`config.mk`:
```
export PLATFORM = sky130hd
export DESIGN_NAME = uart_irq_vec_unit
export DESIGN_NICKNAME = d
export VERILOG_FILES = /design/src/rtl/irq_vec_pkg.sv /design/src/rtl/irq_regs.sv /design/src/rtl/irq_prio.sv /design/src/rtl/irq_ack.sv /design/src/rtl/uart_irq_vec_unit.sv
export SDC_FILE = /design/constraint.sdc
export NUM_CORES = 1
export LEC_CHECK = 0
export BUFFER_PORTS_ARGS = -buffer_cell sky130_fd_sc_hd__buf_2
export CELL_PAD_IN_SITES_DETAIL_PLACEMENT = 1
export CELL_PAD_IN_SITES_GLOBAL_PLACEMENT = 1
export CORE_ASPECT_RATIO = 1.75
export CORE_UTILIZATION = 44
export CTS_BUF_LIST = sky130_fd_sc_hd__clkbuf_8
export CTS_CLUSTER_DIAMETER = 60
export DETAILED_ROUTE_END_ITERATION = 8
export PLACE_DENSITY_LB_ADDON = 0.1
export SLEW_MARGIN = 0
export SYNTH_ARGS = -nofsm -noshare
export SYNTH_HDL_FRONTEND = slang
export SYNTH_SLANG_ARGS = --single-unit
export TNS_END_PERCENT = 1
```
`constraint.sdc`:
```
create_clock -name clk -period 1.9 [get_ports clk]
set_clock_uncertainty 0.2 [all_clocks]
set_input_delay 0.285 -clock clk [delete_from_list [all_inputs] [get_ports clk]]
set_output_delay 0.285 -clock clk [all_outputs]
set_load 0.01 [all_outputs]
```
`src/rtl/irq_vec_pkg.sv`:
```
package irq_vec_pkg;
  localparam int NCH  = 2;
  localparam int NSRC = 4;
  localparam int SW   = NCH * NSRC;
  localparam int DW   = 8;

  // source bit positions inside a channel nibble
  localparam int S_TX  = 0;
  localparam int S_RX  = 1;
  localparam int S_ERR = 2;
  localparam int S_OTH = 3;

  typedef enum logic [1:0] {
    VM_NONE = 2'b00,
    VM_FULL = 2'b01,
    VM_CHAN = 2'b10,
    VM_TYPE = 2'b11
  } vmode_e;

  typedef struct packed {
    logic       smask;
    vmode_e     mode;
  } cfg_t;

  // priority level (0 = highest) to source position
  function automatic int lvl_src(input int lvl);
    case (lvl)
      0:       return S_ERR;
      1:       return S_RX;
      2:       return S_TX;
      default: return S_OTH;
    endcase
  endfunction

  function automatic logic [1:0] type_code(input int src);
    case (src)
      S_ERR:   return 2'b11;
      S_RX:    return 2'b10;
      S_TX:    return 2'b01;
      default: return 2'b00;
    endcase
  endfunction

  function automatic logic [DW-1:0] build_vec(input vmode_e m, input logic [DW-1:0] base,
                                              input logic [1:0] tcode, input logic ch);
    case (m)
      VM_NONE: return '1;
      VM_FULL: return base;
      VM_CHAN: return {base[DW-1:1], ch};
      default: return {base[DW-1:3], tcode, ch};
    endcase
  endfunction
endpackage

```
`src/rtl/irq_regs.sv`:
```
module irq_regs
  import irq_vec_pkg::*;
#(
  parameter logic [DW-1:0] BASE_RST = 8'h0F
) (
  input  logic          clk,
  input  logic          rst_n,
  input  logic          wr,
  input  logic          rd,
  input  logic [1:0]    addr,
  input  logic [DW-1:0] wdata,
  input  logic [SW-1:0] src,
  output logic [DW-1:0] rdata,
  output logic [DW-1:0] base_q,
  output logic [SW-1:0] mask_q,
  output cfg_t          cfg_q
);
  localparam logic [1:0] A_BASE = 2'd0;
  localparam logic [1:0] A_MASK = 2'd1;
  localparam logic [1:0] A_STAT = 2'd2;
  localparam logic [1:0] A_CFG  = 2'd3;

  logic [SW-1:0] stat_view;
  logic [DW-1:0] rd_mux;

  always_ff @(posedge clk) begin
    if (!rst_n) begin
      base_q <= BASE_RST;
      mask_q <= '0;
      cfg_q  <= '{smask: 1'b0, mode: VM_NONE};
    end else if (wr) begin
      case (addr)
        A_BASE:  base_q <= wdata;
        A_MASK:  mask_q <= wdata[SW-1:0];
        A_CFG:   cfg_q  <= '{smask: wdata[2], mode: vmode_e'(wdata[1:0])};
        default: ;
      endcase
    end
  end

  assign stat_view = cfg_q.smask ? (src & mask_q) : src;

  always_comb begin
    case (addr)
      A_BASE:  rd_mux = base_q;
      A_MASK:  rd_mux = DW'(mask_q);
      A_STAT:  rd_mux = DW'(stat_view);
      default: rd_mux = DW'({cfg_q.smask, cfg_q.mode});
    endcase
  end

  always_ff @(posedge clk) begin
    if (!rst_n)  rdata <= '0;
    else if (rd) rdata <= rd_mux;
  end
endmodule

```
`src/rtl/irq_prio.sv`:
```
module irq_prio
  import irq_vec_pkg::*;
(
  input  logic [SW-1:0] pend,
  output logic          any,
  output logic [SW-1:0] grant,
  output logic          ch,
  output logic [1:0]    tcode
);
  always_comb begin
    grant = '0;
    ch    = 1'b0;
    tcode = 2'b00;
    any   = 1'b0;
    for (int lv = 0; lv < NSRC; lv++) begin
      for (int c = 0; c < NCH; c++) begin
        if (!any && pend[c*NSRC + lvl_src(lv)]) begin
          any   = 1'b1;
          grant[c*NSRC + lvl_src(lv)] = 1'b1;
          ch    = c[0];
          tcode = type_code(lvl_src(lv));
        end
      end
    end
  end
endmodule

```
`src/rtl/irq_ack.sv`:
```
module irq_ack
  import irq_vec_pkg::*;
(
  input  logic          clk,
  input  logic          rst_n,
  input  logic          iack,
  input  logic [DW-1:0] vec_next,
  output logic          active,
  output logic [DW-1:0] vec_hold
);
  always_ff @(posedge clk) begin
    if (!rst_n) begin
      active   <= 1'b0;
      vec_hold <= '0;
    end else if (!iack) begin
      active   <= 1'b0;
    end else if (!active) begin
      active   <= 1'b1;
      vec_hold <= vec_next;
    end
  end
endmodule

```
`src/rtl/uart_irq_vec_unit.sv`:
```
module uart_irq_vec_unit
  import irq_vec_pkg::*;
#(
  parameter logic [7:0] BASE_RST = 8'h0F
) (
  input  logic       clk,
  input  logic       rst_n,
  input  logic       reg_wr,
  input  logic       reg_rd,
  input  logic [1:0] reg_addr,
  input  logic [7:0] reg_wdata,
  output logic [7:0] reg_rdata,
  input  logic [3:0] src_a,
  input  logic [3:0] src_b,
  input  logic       iack,
  output logic       irq,
  output logic [7:0] ack_vec,
  output logic       ack_valid
);
  logic [SW-1:0] src_all;
  logic [SW-1:0] mask_q;
  logic [DW-1:0] base_q;
  cfg_t          cfg_q;
  logic [SW-1:0] pend_en;
  logic [SW-1:0] grant;
  logic          win_any;
  logic          win_ch;
  logic [1:0]    win_type;
  logic [DW-1:0] vec_next;

  assign src_all = {src_b, src_a};

  irq_regs #(.BASE_RST(BASE_RST)) u_regs (
    .clk(clk), .rst_n(rst_n), .wr(reg_wr), .rd(reg_rd), .addr(reg_addr),
    .wdata(reg_wdata), .src(src_all), .rdata(reg_rdata),
    .base_q(base_q), .mask_q(mask_q), .cfg_q(cfg_q)
  );

  assign pend_en = src_all & mask_q;

  irq_prio u_prio (
    .pend(pend_en), .any(win_any), .grant(grant), .ch(win_ch), .tcode(win_type)
  );

  assign irq      = win_any;
  assign vec_next = build_vec(cfg_q.mode, base_q, win_type, win_ch);

  irq_ack u_ack (
    .clk(clk), .rst_n(rst_n), .iack(iack), .vec_next(vec_next),
    .active(ack_valid), .vec_hold(ack_vec)
  );
endmodule

```
**Yosys cells after proc, flatten, opt, wreduce, memory -nomap -nowiden**

Index checks and enable logic that the tools add are counted.

- Bits in registers: 36
- Output and inout port bits: 18
- Input bits: 23

- Bitwise operators: 2
- Mux-type cells: 43
- Reduce and logical (&&, ||, !) cells: 28
- Eq/ne operators: 21

Operators with widths:

| kind | count |
|---|---|
| == test 32 x 1 -> 1 bit (second input constant) | 8 |
| == test 32 x 2 -> 1 bit (second input constant) | 8 |
| zero test 32 bit | 8 |
| two-way mux 32 bit | 8 |
| one-hot mux 2 bit (3 select lines) | 8 |
| one-hot mux 8 bit (3 select lines) | 2 |
| two-way mux 1 bit | 16 |
| two-way mux 2 bit | 8 |
| AND 8 bit | 1 |
| two-way mux 8 bit | 1 |
| AND reduction 2 bit | 4 |
| logical AND 1 bit | 7 |
| zero test 1 bit | 7 |
| == test 2 bit (second input constant) | 3 |
| == test 2 x 1 -> 1 bit (second input constant) | 2 |
| zero test 2 bit | 2 |
| NOT 1 bit | 1 |

**Depth between registers and ports, before layout**

Gate-level depths: netlist of run 1.

- Depth in word-level cells: 27
- Mapped depth: 6
- Depth with buffers taken out: 4

**Hierarchy**

From an unflattened synthesis of run 1, not the netlist that was laid out.

- Cells, all modules: 226
- Area total of the unflattened synthesis: 1,923.1 µm²

Modules (own cells, without submodules):

| module | cells an instance | seq. area each (µm²) | area an instance (µm²) | instances |
|---|---|---|---|---|
| irq_regs | 147 | 540.5 | 1,266.2 | 1 |
| irq_ack | 38 | 180.2 | 377.9 | 1 |
| uart_irq_vec_unit | 21 | 0.0 | 143.9 | 1 |
| irq_prio | 20 | 0.0 | 135.1 | 1 |

**Worst setup path after synthesis of run 1**

No wires, ideal clock.

- Kind: register to output
- Start: register u_regs.mask_q[1]
- End: output irq
- Required time: 1.415 ns
- Path slack: 0.553 ns
- Stages on the path, launching flop included: 4
- Buffers on the path: 0
- Data arrival time: 0.862 ns
- Cells stage by stage: dfxtp_1 > a22oi_1 > nand3_1 > nand3b_1

- Cells in the longest elaborated chain, start to end: 18

Ends and longest elaborated chain:

| what | line | text |
|---|---|---|
| start, declared | irq_regs.sv:15 | `output logic [SW-1:0] mask_q,` |
| start signal, assigned | irq_regs.sv:34 | `A_MASK: mask_q <= wdata[SW-1:0];` |
| AND 8 bit (*) | uart_irq_vec_unit.sv:39 | `assign pend_en = src_all & mask_q;` |
| logical AND 1 bit (*) | irq_prio.sv:17 | `if (!any && pend[c*NSRC + lvl_src(lv)]) begin` |
| two-way mux 1 bit (*) | irq_prio.sv:17 |  |
| zero test 1 bit | irq_prio.sv:17 |  |
| logical AND 1 bit | irq_prio.sv:17 |  |
| two-way mux 1 bit (*) | irq_prio.sv:17 |  |
| zero test 1 bit | irq_prio.sv:17 |  |
| logical AND 1 bit | irq_prio.sv:17 |  |
| [... 2 more ...] | -- |  |
| logical AND 1 bit | irq_prio.sv:17 |  |
| two-way mux 1 bit (*) | irq_prio.sv:17 |  |
| zero test 1 bit | irq_prio.sv:17 |  |
| logical AND 1 bit | irq_prio.sv:17 |  |
| two-way mux 1 bit (*) | irq_prio.sv:17 |  |
| zero test 1 bit | irq_prio.sv:17 |  |
| logical AND 1 bit | irq_prio.sv:17 |  |
| two-way mux 1 bit (*) | irq_prio.sv:17 |  |
| end, declared | uart_irq_vec_unit.sv:16 | `output logic irq,` |

Mark *: on every way between the ends. The rest lies on a longest branch, timed or not.

**Final worst setup path of run 1**

Ends and elaborated chain as after synthesis.

==> results of run 1 <==
==> power groups by stage <==
stage                     Sequential [W]  Combinational (W)  Clock (W)
after global routing            0.000827           0.000282   0.000636
after floorplan                 0.000841           0.000148          0
final                           0.000822           0.000258   0.000591
after detailed placement        0.000840           0.000254          0
after CTS                       0.000823           0.000257   0.000608
after global placement          0.000837           0.000245          0
==> registers in the layout (all words and copies together), names as in the netlist <==
name	cells
u_ack.vec_hold	8
u_regs.base_q	8
u_regs.mask_q	8
u_regs.rdata	8
u_regs.cfg_q	3
u_ack.active	1
==> per-stage QoR <==
stage,setup TNS [ps],utilization,power [W]
detailed placement,0,0.5178,0.001094
floorplan,0,-,0.0009896
finish,0,0.5492,0.001671
global placement,0,0.5178,0.001083
CTS,0,0.5453,0.001688
global route,-3.515,0.5492,0.001745
==> layout by cell type (no fill, tap or decap), drive strengths merged, types with 3 or more instances in the layout <==
cell type	n
clkbuf	7
a2bb2oi	5
nor2b	8
and2	3
a21boi	16
o31ai	3
a22oi	3
a21o	5
and2b	5
o221a	5
nand3b	7
o21ai	12
mux2i	6
nand2	33
buf	47
nand2b	3
dfxtp	36
a21oi	10
nand3	16
==> routing by layer <==
layer	vias to the layer above	track usage	wire, um
li1	803	-	-
met1	819	0.2953	2042
met2	52	0.5135	2926
met3	16	0.04255	188
met4	0	0.1351	154
met5	-	0	0
==> synth_stat cells, types with 3 or more instances <==
library cell and count:
sky130_fd_sc_hd__nand2_1 32, sky130_fd_sc_hd__and2b_1 4, sky130_fd_sc_hd__buf_2 5, sky130_fd_sc_hd__clkbuf_1 4, sky130_fd_sc_hd__a21o_1 5, sky130_fd_sc_hd__o31ai_1 3
sky130_fd_sc_hd__a2bb2oi_1 5, sky130_fd_sc_hd__o221a_2 5, sky130_fd_sc_hd__o21ai_0 4, sky130_fd_sc_hd__nor2b_1 7, sky130_fd_sc_hd__nand3b_1 7, sky130_fd_sc_hd__a21oi_1 9
sky130_fd_sc_hd__a21boi_0 9, sky130_fd_sc_hd__and2_1 3, sky130_fd_sc_hd__nand2b_1 3, sky130_fd_sc_hd__a21boi_1 7, sky130_fd_sc_hd__nand3_1 15, sky130_fd_sc_hd__a22oi_1 3
sky130_fd_sc_hd__dfxtp_1 36, sky130_fd_sc_hd__o21ai_1 8, sky130_fd_sc_hd__mux2i_1 6
==> worst reg2reg max path: stages (launching register included) <==
cell	delay, ps
sky130_fd_sc_hd__dfxtp_1	300
sky130_fd_sc_hd__and2b_1	440
sky130_fd_sc_hd__o21ai_0	320
sky130_fd_sc_hd__o221a_2	330
==> cell type report <==
class,count,area (sq um),share of cell area
flip-flops and latches,36,720.7,0.3394
multi-input cells,151,980.9,0.4620
clock buffers,7,96.34,0.04537
well taps,48,60.06,0.02829
repair buffers,47,265.3,0.1249
==> final timing paths <==
kind	start	to	slack (ps)	cells after the start
worst max-delay path	u_regs.mask_q[1]$_SDFFE_PN0P_	irq	70	4
worst min-delay path	iack	u_ack.active$_SDFF_PN0_	9	2
worst max register to register	u_ack.active$_SDFF_PN0_	u_ack.vec_hold[4]$_SDFFE_PN0P_	200	3
worst min register to register	u_regs.rdata[2]$_SDFFE_PN0P_	u_regs.rdata[2]$_SDFFE_PN0P_	270	2
==> logic make-up after synthesis <==
kind of cell,count (synthesis)
and+or+nand+nor,77
AOI/OAI and AO/OA,68
DFF,36
buffers and inverters,13
muxes,6
==> what timing repair did <==
item	in CTS	in global routing
endpoints found under the setup margin	1	1
pin swaps	0	2
buffers inserted	0	2
gates resized for setup	2	0
==> flow_summary.json, run 1 <==
{
  "outcome": "completed",
  "timing.final.max_slew_violations": 0,
  "design.final.nets": 264,
  "layout-area-overhead-vs-synth_pct": 20.01,
  "drt-wirelength-per-cell_um": 18.38,
  "maximum_number_of_pins_on_one_net_before_global_route_repair": 18,
  "numPlacedInstances": 280,
  "drive_gt1_frac": 0.2780,
  "number_of_buffers_between_clock_root_and_the_deepest_sink": 2,
  "asyncSetResetFlopFracSynth": 0,
  "coreArea_sq_mm": 0.003866,
  "first_global_vias": 1747,
  "timing.final.setup_violations": 0,
  "setup_slack_ps": 70.57,
  "grt_pass1_wl_mm": 8.673,
  "synth_top_cell_area_share": 0.4074,
  "min_path_type": "input port to flop",
  "crit_path_cell_trace": "a22oi_2 -> nand3_1 -> nand3b_1 -> buf_2",
  "worstSkewPairLatency_ps": 290,
  "power.sequential.fraction": 0.492,
  "switching_share": 0.2626,
  "pwr_density_cell_mw_per_mm2": 787.0,
  "vdd_ir_drop_max_v": 0.0004786,
  "height_of_the_die_um": 85.89,
  "antenna_violating_nets_post_route": 0,
  "yosysWarnings": 0,
  "cts_num_sinks": 36,
  "period_minus_slack_ps": 1829,
  "startpoint_type": "flop",
  "globalRouteOverflowTotal": 0,
  "critical-path-top-delay-family": "flip-flops",
  "final-hold-violation-count": 0,
  "largest_family_of_logic_cells_by_synthesized_area": "compound AO/OA/AOI/OAI gates",
  "synth-edff-count": 0,
  "die-width_um": 49.94,
  "cts_hold_repair.buffers": 0,
  "yosys.area_share.xor_xnor": 0,
  "slowest_stage": "sky130_fd_sc_hd__dfxtp_1",
  "buffer_ports.inserted": 40,
  "mappedNetlistArea_sq_mm": 0.001769,
  "maxCapViolCount": 0,
  "detailedPlace.worstSlack_ps": 171.9,
  "postSynthAreaPerCell_sq_um": 8.846,
  "dieArea_sq_mm": 0.004289,
  "path_clk_slew_ps": 70,
  "share_of_synthesized_area_occupied_by_flip_flops_and_latches": 0.4074,
  "fin_hold_ws_ps": 8.809,
  "worst_pin_slew_ps": 526.1,
  "p_leak_nw": 0.9099,
  "critical_path.max_fanout": 4,
  "worst_slew_margin_rel": 0.6456,
  "endpoint_kind": "output pin",
  "ys_top_cells_by_area": "sky130_fd_sc_hd__dfxtp_1 41%, sky130_fd_sc_hd__nand2_1 6.8%, sky130_fd_sc_hd__nand3_1 4.2%",
  "synthMuxAreaShare": 0.03395,
  "core.rowCount": 30,
  "routed_wl_mm": 5.311,
  "detail_route.vias_per_cell": 5.848,
  "detail_route.drc_violations": 0,
  "clock_tree.htree_level_count": 2,
  "via_count": 1690,
  "final_design_area_no_fill_sq_mm": 0.002123,
  "postSynthRegisterBits": 36,
  "grt.total_usage": 0.2773,
  "nFillCells": 490,
  "synthesized_area_fraction_occupied_by_ao_oa_aoi_and_oai_cells": 0.2822,
  "critPathKind": "flop to output pin",
  "netSwitchingPower_w": 0.0004388,
  "drt_pre_antenna_iters": 4,
  "layout_worst_path_cycle_share": 0.9629,
  "commonest_register_cell_after_synthesis": "sky130_fd_sc_hd__dfxtp_1",
  "leading_area_contributor_after_synthesis": "sky130_fd_sc_hd__dfxtp_1",
  "crit_required_ps": 1410,
  "yosys.cell_types.count": 36,
  "max_freq_mhz": 546.6,
  "cts.root.buffer_cell": "sky130_fd_sc_hd__clkbuf_8",
  "cts_inserted_buffers": 5,
  "cell_internal_pwr_w": 0.001232,
  "crit_path_max_incr_delay_ps": 360,
  "final_cell_count_no_fill": 289,
  "antenna-diode-count": 0,
  "path_buf_inv": 1,
  "pwr-share-clk": 0.354,
  "synth_nets": 223,
  "power.combinational.fraction": 0.154,
  "tritoncts": "built",
  "post_synth_fa_ha_maj_area_fraction": 0,
  "detailedRoute.firstIterationViolations": 27,
  "syn-instance-count": 200,
  "placedInstanceArea_sq_mm": 0.002002,
  "place.gp.congestion": 0.9294,
  "timing.critical_path.arrival_ps": 1340,
  "detailed_placement_wirelength_estimate_mm": 4.083,
  "initial_antenna_violation_count": 0,
  "post_synth_simple_gate_area": 0.2327,
  "start_util": 0.4576,
  "floorplan.io_pins": 41
}
Power figures use the tool's default switching activity.
==> run 2: changes to the inputs <==
- PLACE_DENSITY: default -> 0.93
- PLACE_DENSITY_LB_ADDON: 0.1 -> default
==> run 2 against run 1 <==
Combinational power down 2%. Global-route usage down 0.15 points. Highest routed layer unchanged. Setup slack better by 14 ps.
==> flow_summary.json, run 2 (synthesized netlist as in run 1, its figures left out) <==
{
  "final-hold-violation-count": 0,
  "cts_inserted_buffers": 5,
  "detailedRoute.firstIterationViolations": 56,
  "grt_pass1_wl_mm": 8.749,
  "drt_pre_antenna_iters": 5,
  "final_cell_count_no_fill": 285,
  "crit_required_ps": 1410,
  "vdd_ir_drop_max_v": 0.0006137,
  "antenna-diode-count": 0,
  "critPathKind": "flop to output pin",
  "layout.cells.most_common_list": "40 x sky130_fd_sc_hd__buf_2, 36 x sky130_fd_sc_hd__dfxtp_1, 32 x sky130_fd_sc_hd__nand2_1",
  "maximum_number_of_pins_on_one_net_before_global_route_repair": 24,
  "design.final.nets": 260,
  "via_count": 1733,
  "endpoint_kind": "output pin",
  "dieArea_sq_mm": 0.004289,
  "cts_hold_repair.buffers": 0,
  "routed_wl_mm": 5.458,
  "ctsResizeCount": 0,
  "startpoint_type": "flop",
  "drt-wirelength-per-cell_um": 19.15,
  "detailed_placement_wirelength_estimate_mm": 4.051,
  "antenna_violating_nets_post_route": 0,
  "timing.final.max_slew_violations": 0,
  "min_path_type": "input port to flop",
  "layout-area-overhead-vs-synth_pct": 17.61,
  "worstSkewPairLatency_ps": 290,
  "cts_num_sinks": 36,
  "outcome": "completed",
  "crit_path_cell_trace": "a22oi_2 -> nand3_1 -> nand3b_1 -> buf_2",
  "initial_antenna_violation_count": 0,
  "mostFrequentLayoutCell": "sky130_fd_sc_hd__buf_2",
  "place.gp.congestion": 0.8619,
  "coreArea_sq_mm": 0.003866,
  "layout.core_utilization": 0.5382,
  "detail_route.vias_per_cell": 6.081,
  "timing.final.setup_violations": 0,
  "rsz_0062_raised_after_global_routing": "false",
  "cts.root.buffer_cell": "sky130_fd_sc_hd__clkbuf_8",
  "floorplan.io_pins": 41,
  "number_of_buffers_between_clock_root_and_the_deepest_sink": 2,
  "detail_route.drc_violations": 0,
  "pwr_density_cell_mw_per_mm2": 802.2,
  "crit_path_max_incr_delay_ps": 370,
  "height_of_the_die_um": 85.89,
  "period_minus_slack_ps": 1816,
  "holdPathStages": 2,
  "numPlacedInstances": 278,
  "grt.total_usage": 0.2757,
  "worst_pin_slew_ps": 603.1,
  "die-width_um": 49.94,
  "max_freq_mhz": 550.7,
  "clock_tree.htree_level_count": 2,
  "start_util": 0.4576,
  "setup_total_negative_slack_ps": 0,
  "critical_path.max_fanout": 4,
  "first_global_vias": 1795,
  "tritoncts": "built",
  "buffer_ports.inserted": 40,
  "worst_slew_margin_rel": 0.5937,
  "layout_worst_path_cycle_share": 0.9557,
  "globalRouteOverflowTotal": 0,
  "number_of_cell_instances_on_the_worst_register_to_register_path": 4,
  "timing.critical_path.arrival_ps": 1330,
  "drive_gt1_frac": 0.2658,
  "path_clk_slew_ps": 70,
  "slowest_stage": "sky130_fd_sc_hd__dfxtp_1",
  "p_leak_nw": 0.8874,
  "cts.repair_timing.setup_buffer_count": 0,
  "core.rowCount": 30,
  "maxCapViolCount": 0,
  "total_power_w": 0.001669
}
==> run 2: changes by cell type in the layout (fill, tap and decap cells not counted), sizes merged <==
cell / delta
buf: -4
==> run 2: worst paths after layout <==
check                                      from                      endpoint  slack, ps
setup / recovery  u_regs.mask_q[5]$_SDFFE_PN0P_                           irq         80
hold / removal                             iack       u_ack.active$_SDFF_PN0_          3
setup reg to reg   u_regs.cfg_q[2]$_SDFFE_PN0P_  u_regs.rdata[6]$_SDFFE_PN0P_        340
hold reg to reg    u_regs.rdata[2]$_SDFFE_PN0P_  u_regs.rdata[2]$_SDFFE_PN0P_        270
==> run 2: area by class of cell <==
cell class	count	area [sq um]
Timing Repair Buffer	43	222.7
Sequential cell	36	720.7
Tap cell	48	60.06
Clock buffer	7	96.34
Multi-Input combinational cell	151	980.9
Fill cell	475	1785
==> run 2: worst max-delay path: cells and delay by family, from the launching register on <==
family                 cells  cell delay (ps)
flip-flops                 1              370
AO/OA/AOI/OAI              1              230
buffers and inverters      1              140
AND/OR/NAND/NOR            2              300
==> run 2: where the power goes <==
| group | switching, W | internal, W | total [W] |
|---|---|---|---|
| sequential | 0.0000330 | 0.000793 | 0.000826 |
| clock | 0.000268 | 0.000323 | 0.000591 |
| combinational | 0.000142 | 0.000110 | 0.000252 |
| total | 0.000443 | 0.00123 | 0.00167 |
==> run 2: stage by stage <==
step                hold slack [ps]  setup WS, ps  cell area [sq um]
global placement              253.8         295.3               1974
CTS                           3.325        0.5745               2071
detailed placement            265.2         256.7               1974
global route                  12.99         9.407               2081
finish                        2.708         84.22               2081
floorplan                     206.7         552.8               1769
==> run 2: layer usage <==
metal,GRT usage,vias up,part of all wire
met3,0.04255,19,0.032
met1,0.2885,849,0.38
met4,0.1610,0,0.036
met5,0,-,0
met2,0.5037,66,0.55
li1,-,799,-
==> run 3: changes to the inputs <==
--- a/config.mk
+++ b/config.mk
@@ -10,9 +10,8 @@
 export CELL_PAD_IN_SITES_GLOBAL_PLACEMENT = 1
 export CORE_ASPECT_RATIO = 1.75
-export CORE_UTILIZATION = 44
-export CTS_BUF_LIST = sky130_fd_sc_hd__clkbuf_8
+export CORE_UTILIZATION = 42
 export CTS_CLUSTER_DIAMETER = 60
 export DETAILED_ROUTE_END_ITERATION = 8
-export PLACE_DENSITY = 0.93
+export PLACE_DENSITY = 0.9
 export SLEW_MARGIN = 0
 export SYNTH_ARGS = -nofsm -noshare
==> constraint.sdc (replaced) <==
create_clock -name clk -period 1.9 [get_ports clk]
set_clock_uncertainty 0.2 [all_clocks]
set_input_delay 0.095 -clock clk [delete_from_list [all_inputs] [get_ports clk]]
set_output_delay 0.095 -clock clk [all_outputs]
set_load 0.01 [all_outputs]
==> run 3 against run 2 <==
Power is 0.55% higher. Sequential cell count stayed put. First-iteration DRC count grew 18%. Sequential power about the same. Maximum frequency grew 2.9%. Cell count up 4.9%. Sequential share of layout area shrank 1.9 points. Clock-buffer cell count stayed put. Non-clock buffer count up 13. Critical path type unchanged. Highest routed layer unchanged.
==> flow_summary.json, run 3 (synthesized netlist as in run 1, its figures left out) <==
{
  "outcome": "completed",
  "final-hold-violation-count": 0,
  "grt_pass1_wl_mm": 8.728,
  "crit_required_ps": 1600,
  "pwr_density_cell_mw_per_mm2": 762.5,
  "max_freq_mhz": 566.6,
  "maximum_number_of_pins_on_one_net_before_global_route_repair": 26,
  "floorplan.io_pins": 41,
  "timing.critical_path.arrival_ps": 1470,
  "vdd_ir_drop_max_v": 0.0006270,
  "power.combinational.fraction": 0.160,
  "mostFrequentLayoutCell": "sky130_fd_sc_hd__buf_2",
  "height_of_the_die_um": 87.86,
  "period_minus_slack_ps": 1765,
  "start_util": 0.4489,
  "maxCapViolCount": 0,
  "timing.final.max_slew_violations": 0,
  "regToRegSetupSlack_ps": 370,
  "setup_slack_ps": 135.0,
  "power.sequential.fraction": 0.491,
  "drive_gt1_frac": 0.2390,
  "buffer_ports.inserted": 40,
  "fin_hold_ws_ps": 10.60,
  "globalRouteOverflowTotal": 0,
  "layout_worst_path_cycle_share": 0.9289,
  "antenna-diode-count": 0,
  "worst_hold_startpoint": "reg_rd",
  "first_global_vias": 1741,
  "setup_total_negative_slack_ps": 0,
  "number_of_cell_instances_on_the_worst_register_to_register_path": 3,
  "ctsResizeCount": 0,
  "via_count": 1718,
  "drt_pre_antenna_iters": 4,
  "design.final.nets": 273,
  "clock_tree.htree_level_count": 2,
  "netSwitchingPower_w": 0.0004653,
  "tritoncts": "built",
  "seqCellArea_sq_um": 720.7,
  "cts_hold_repair.buffers": 14,
  "path_buf_inv": 1,
  "critical_path.reg2reg.startpoint": "u_ack.active$_SDFF_PN0_",
  "cts_inserted_buffers": 5,
  "number_of_buffers_between_clock_root_and_the_deepest_sink": 2,
  "timing.final.setup_violations": 0,
  "endpoint_kind": "output pin",
  "slowest_stage": "sky130_fd_sc_hd__dfxtp_1",
  "critical_path.max_fanout": 4,
  "worst_setup_path_startpoint": "u_regs.mask_q[6]$_SDFFE_PN0P_",
  "path_clk_slew_ps": 80,
  "switching_share": 0.2772,
  "antenna_violating_nets_post_route": 0,
  "critical-path-top-delay-family": "flip-flops",
  "min_path_type": "input port to flop",
  "holdPathStages": 3,
  "critPathKind": "flop to output pin",
  "detailed_placement_wirelength_estimate_mm": 3.748,
  "layout.core_utilization": 0.5584,
  "detailedPlace.worstSlack_ps": 352.0,
  "cell_internal_pwr_w": 0.001213,
  "worst_slew_margin_rel": 0.6176,
  "die-width_um": 51.06,
  "pwr-share-clk": 0.350,
  "crit_path_max_incr_delay_ps": 360,
  "initial_antenna_violation_count": 0,
  "reg2reg_to": "u_ack.vec_hold[4]$_SDFFE_PN0P_",
  "rsz_0062_raised_after_global_routing": "false",
  "grt.total_usage": 0.2712,
  "routed_wl_mm": 5.433,
  "detail_route.vias_per_cell": 5.746,
  "place.gp.congestion": 0.8767,
  "worstSkewPairLatency_ps": 310,
  "coreArea_sq_mm": 0.003941,
  "detailedRoute.firstIterationViolations": 66,
  "detail_route.drc_violations": 0,
  "core.rowCount": 30,
  "cts_num_sinks": 36,
  "p_leak_nw": 0.9249,
  "cts.root.buffer_cell": "sky130_fd_sc_hd__clkbuf_8",
  "dieArea_sq_mm": 0.004486,
  "crit_path_cell_trace": "a22oi_1 -> nand3_1 -> nand3b_1 -> buf_2",
  "cts.repair_timing.setup_buffer_count": 0,
  "hold_path_end": "u_regs.rdata[3]$_SDFFE_PN0P_",
  "multi_input_area_sq_um": 970.9,
  "startpoint_type": "flop",
  "nFillCells": 499,
  "layout-area-overhead-vs-synth_pct": 24.40,
  "drt-wirelength-per-cell_um": 18.17,
  "layout.cells.most_common_list": "40 x sky130_fd_sc_hd__buf_2, 36 x sky130_fd_sc_hd__dfxtp_1, 32 x sky130_fd_sc_hd__nand2_1",
  "worst_pin_slew_ps": 567.6
}
==> run 3: worst min-delay path: stages <==
cell and delay, ps:
sky130_fd_sc_hd__buf_2 190, sky130_fd_sc_hd__nand3b_1 130, sky130_fd_sc_hd__o21ai_1 60
==> run 3: worst max path at each step <==
| stage | to | slack, ps | depth (start not counted) |
|---|---|---|---|
| 4_1_cts | irq | 150 | 4 |
| 3_3_place_gp | u_ack.vec_hold[4]$_SDFFE_PN0P_ | 400 | 3 |
| 6_report | irq | 140 | 4 |
| 5_1_grt | irq | 7 | 4 |
| 2_1_floorplan | u_ack.vec_hold[3]$_SDFFE_PN0P_ | 590 | 3 |
| 3_5_place_dp | u_regs.mask_q[5]$_SDFFE_PN0P_ | 350 | 4 |
==> run 3: metal layers <==
| layer | part of all wire | vias up | GRT usage |
|---|---|---|---|
| met5 | 0 | - | 0 |
| met4 | 0.032 | 0 | 0.1490 |
| met3 | 0.034 | 11 | 0.05382 |
| met2 | 0.53 | 48 | 0.4773 |
| met1 | 0.40 | 835 | 0.2968 |
| li1 | - | 824 | - |
==> run 3: power groups by stage <==
stage          Clock, W  Combinational, W  Sequential (W)
6_report       0.000587          0.000268        0.000823
3_3_place_gp          0          0.000236        0.000839
4_1_cts        0.000594          0.000265        0.000823
3_5_place_dp          0          0.000242        0.000840
2_1_floorplan         0          0.000148        0.000841
5_1_grt        0.000625          0.000293        0.000827
==> run 3: metrics by stage <==
step | total power [W] | cells | instance area [sq um]
detailed placement | 0.001082 | 277 | 1967
global placement | 0.001074 | 277 | 1967
floorplan | 0.0009896 | 200 | 1769
global route | 0.001745 | 299 | 2201
finish | 0.001678 | 299 | 2201
CTS | 0.001682 | 299 | 2201
==> run 3: layout make-up <==
class,count,share of cell area
clock buffers,7,0.03923
repair buffers,56,0.1615
clock inverters,1,0.003411
multi-input cells,151,0.4412
well taps,48,0.02729
flip-flops and latches,36,0.3275
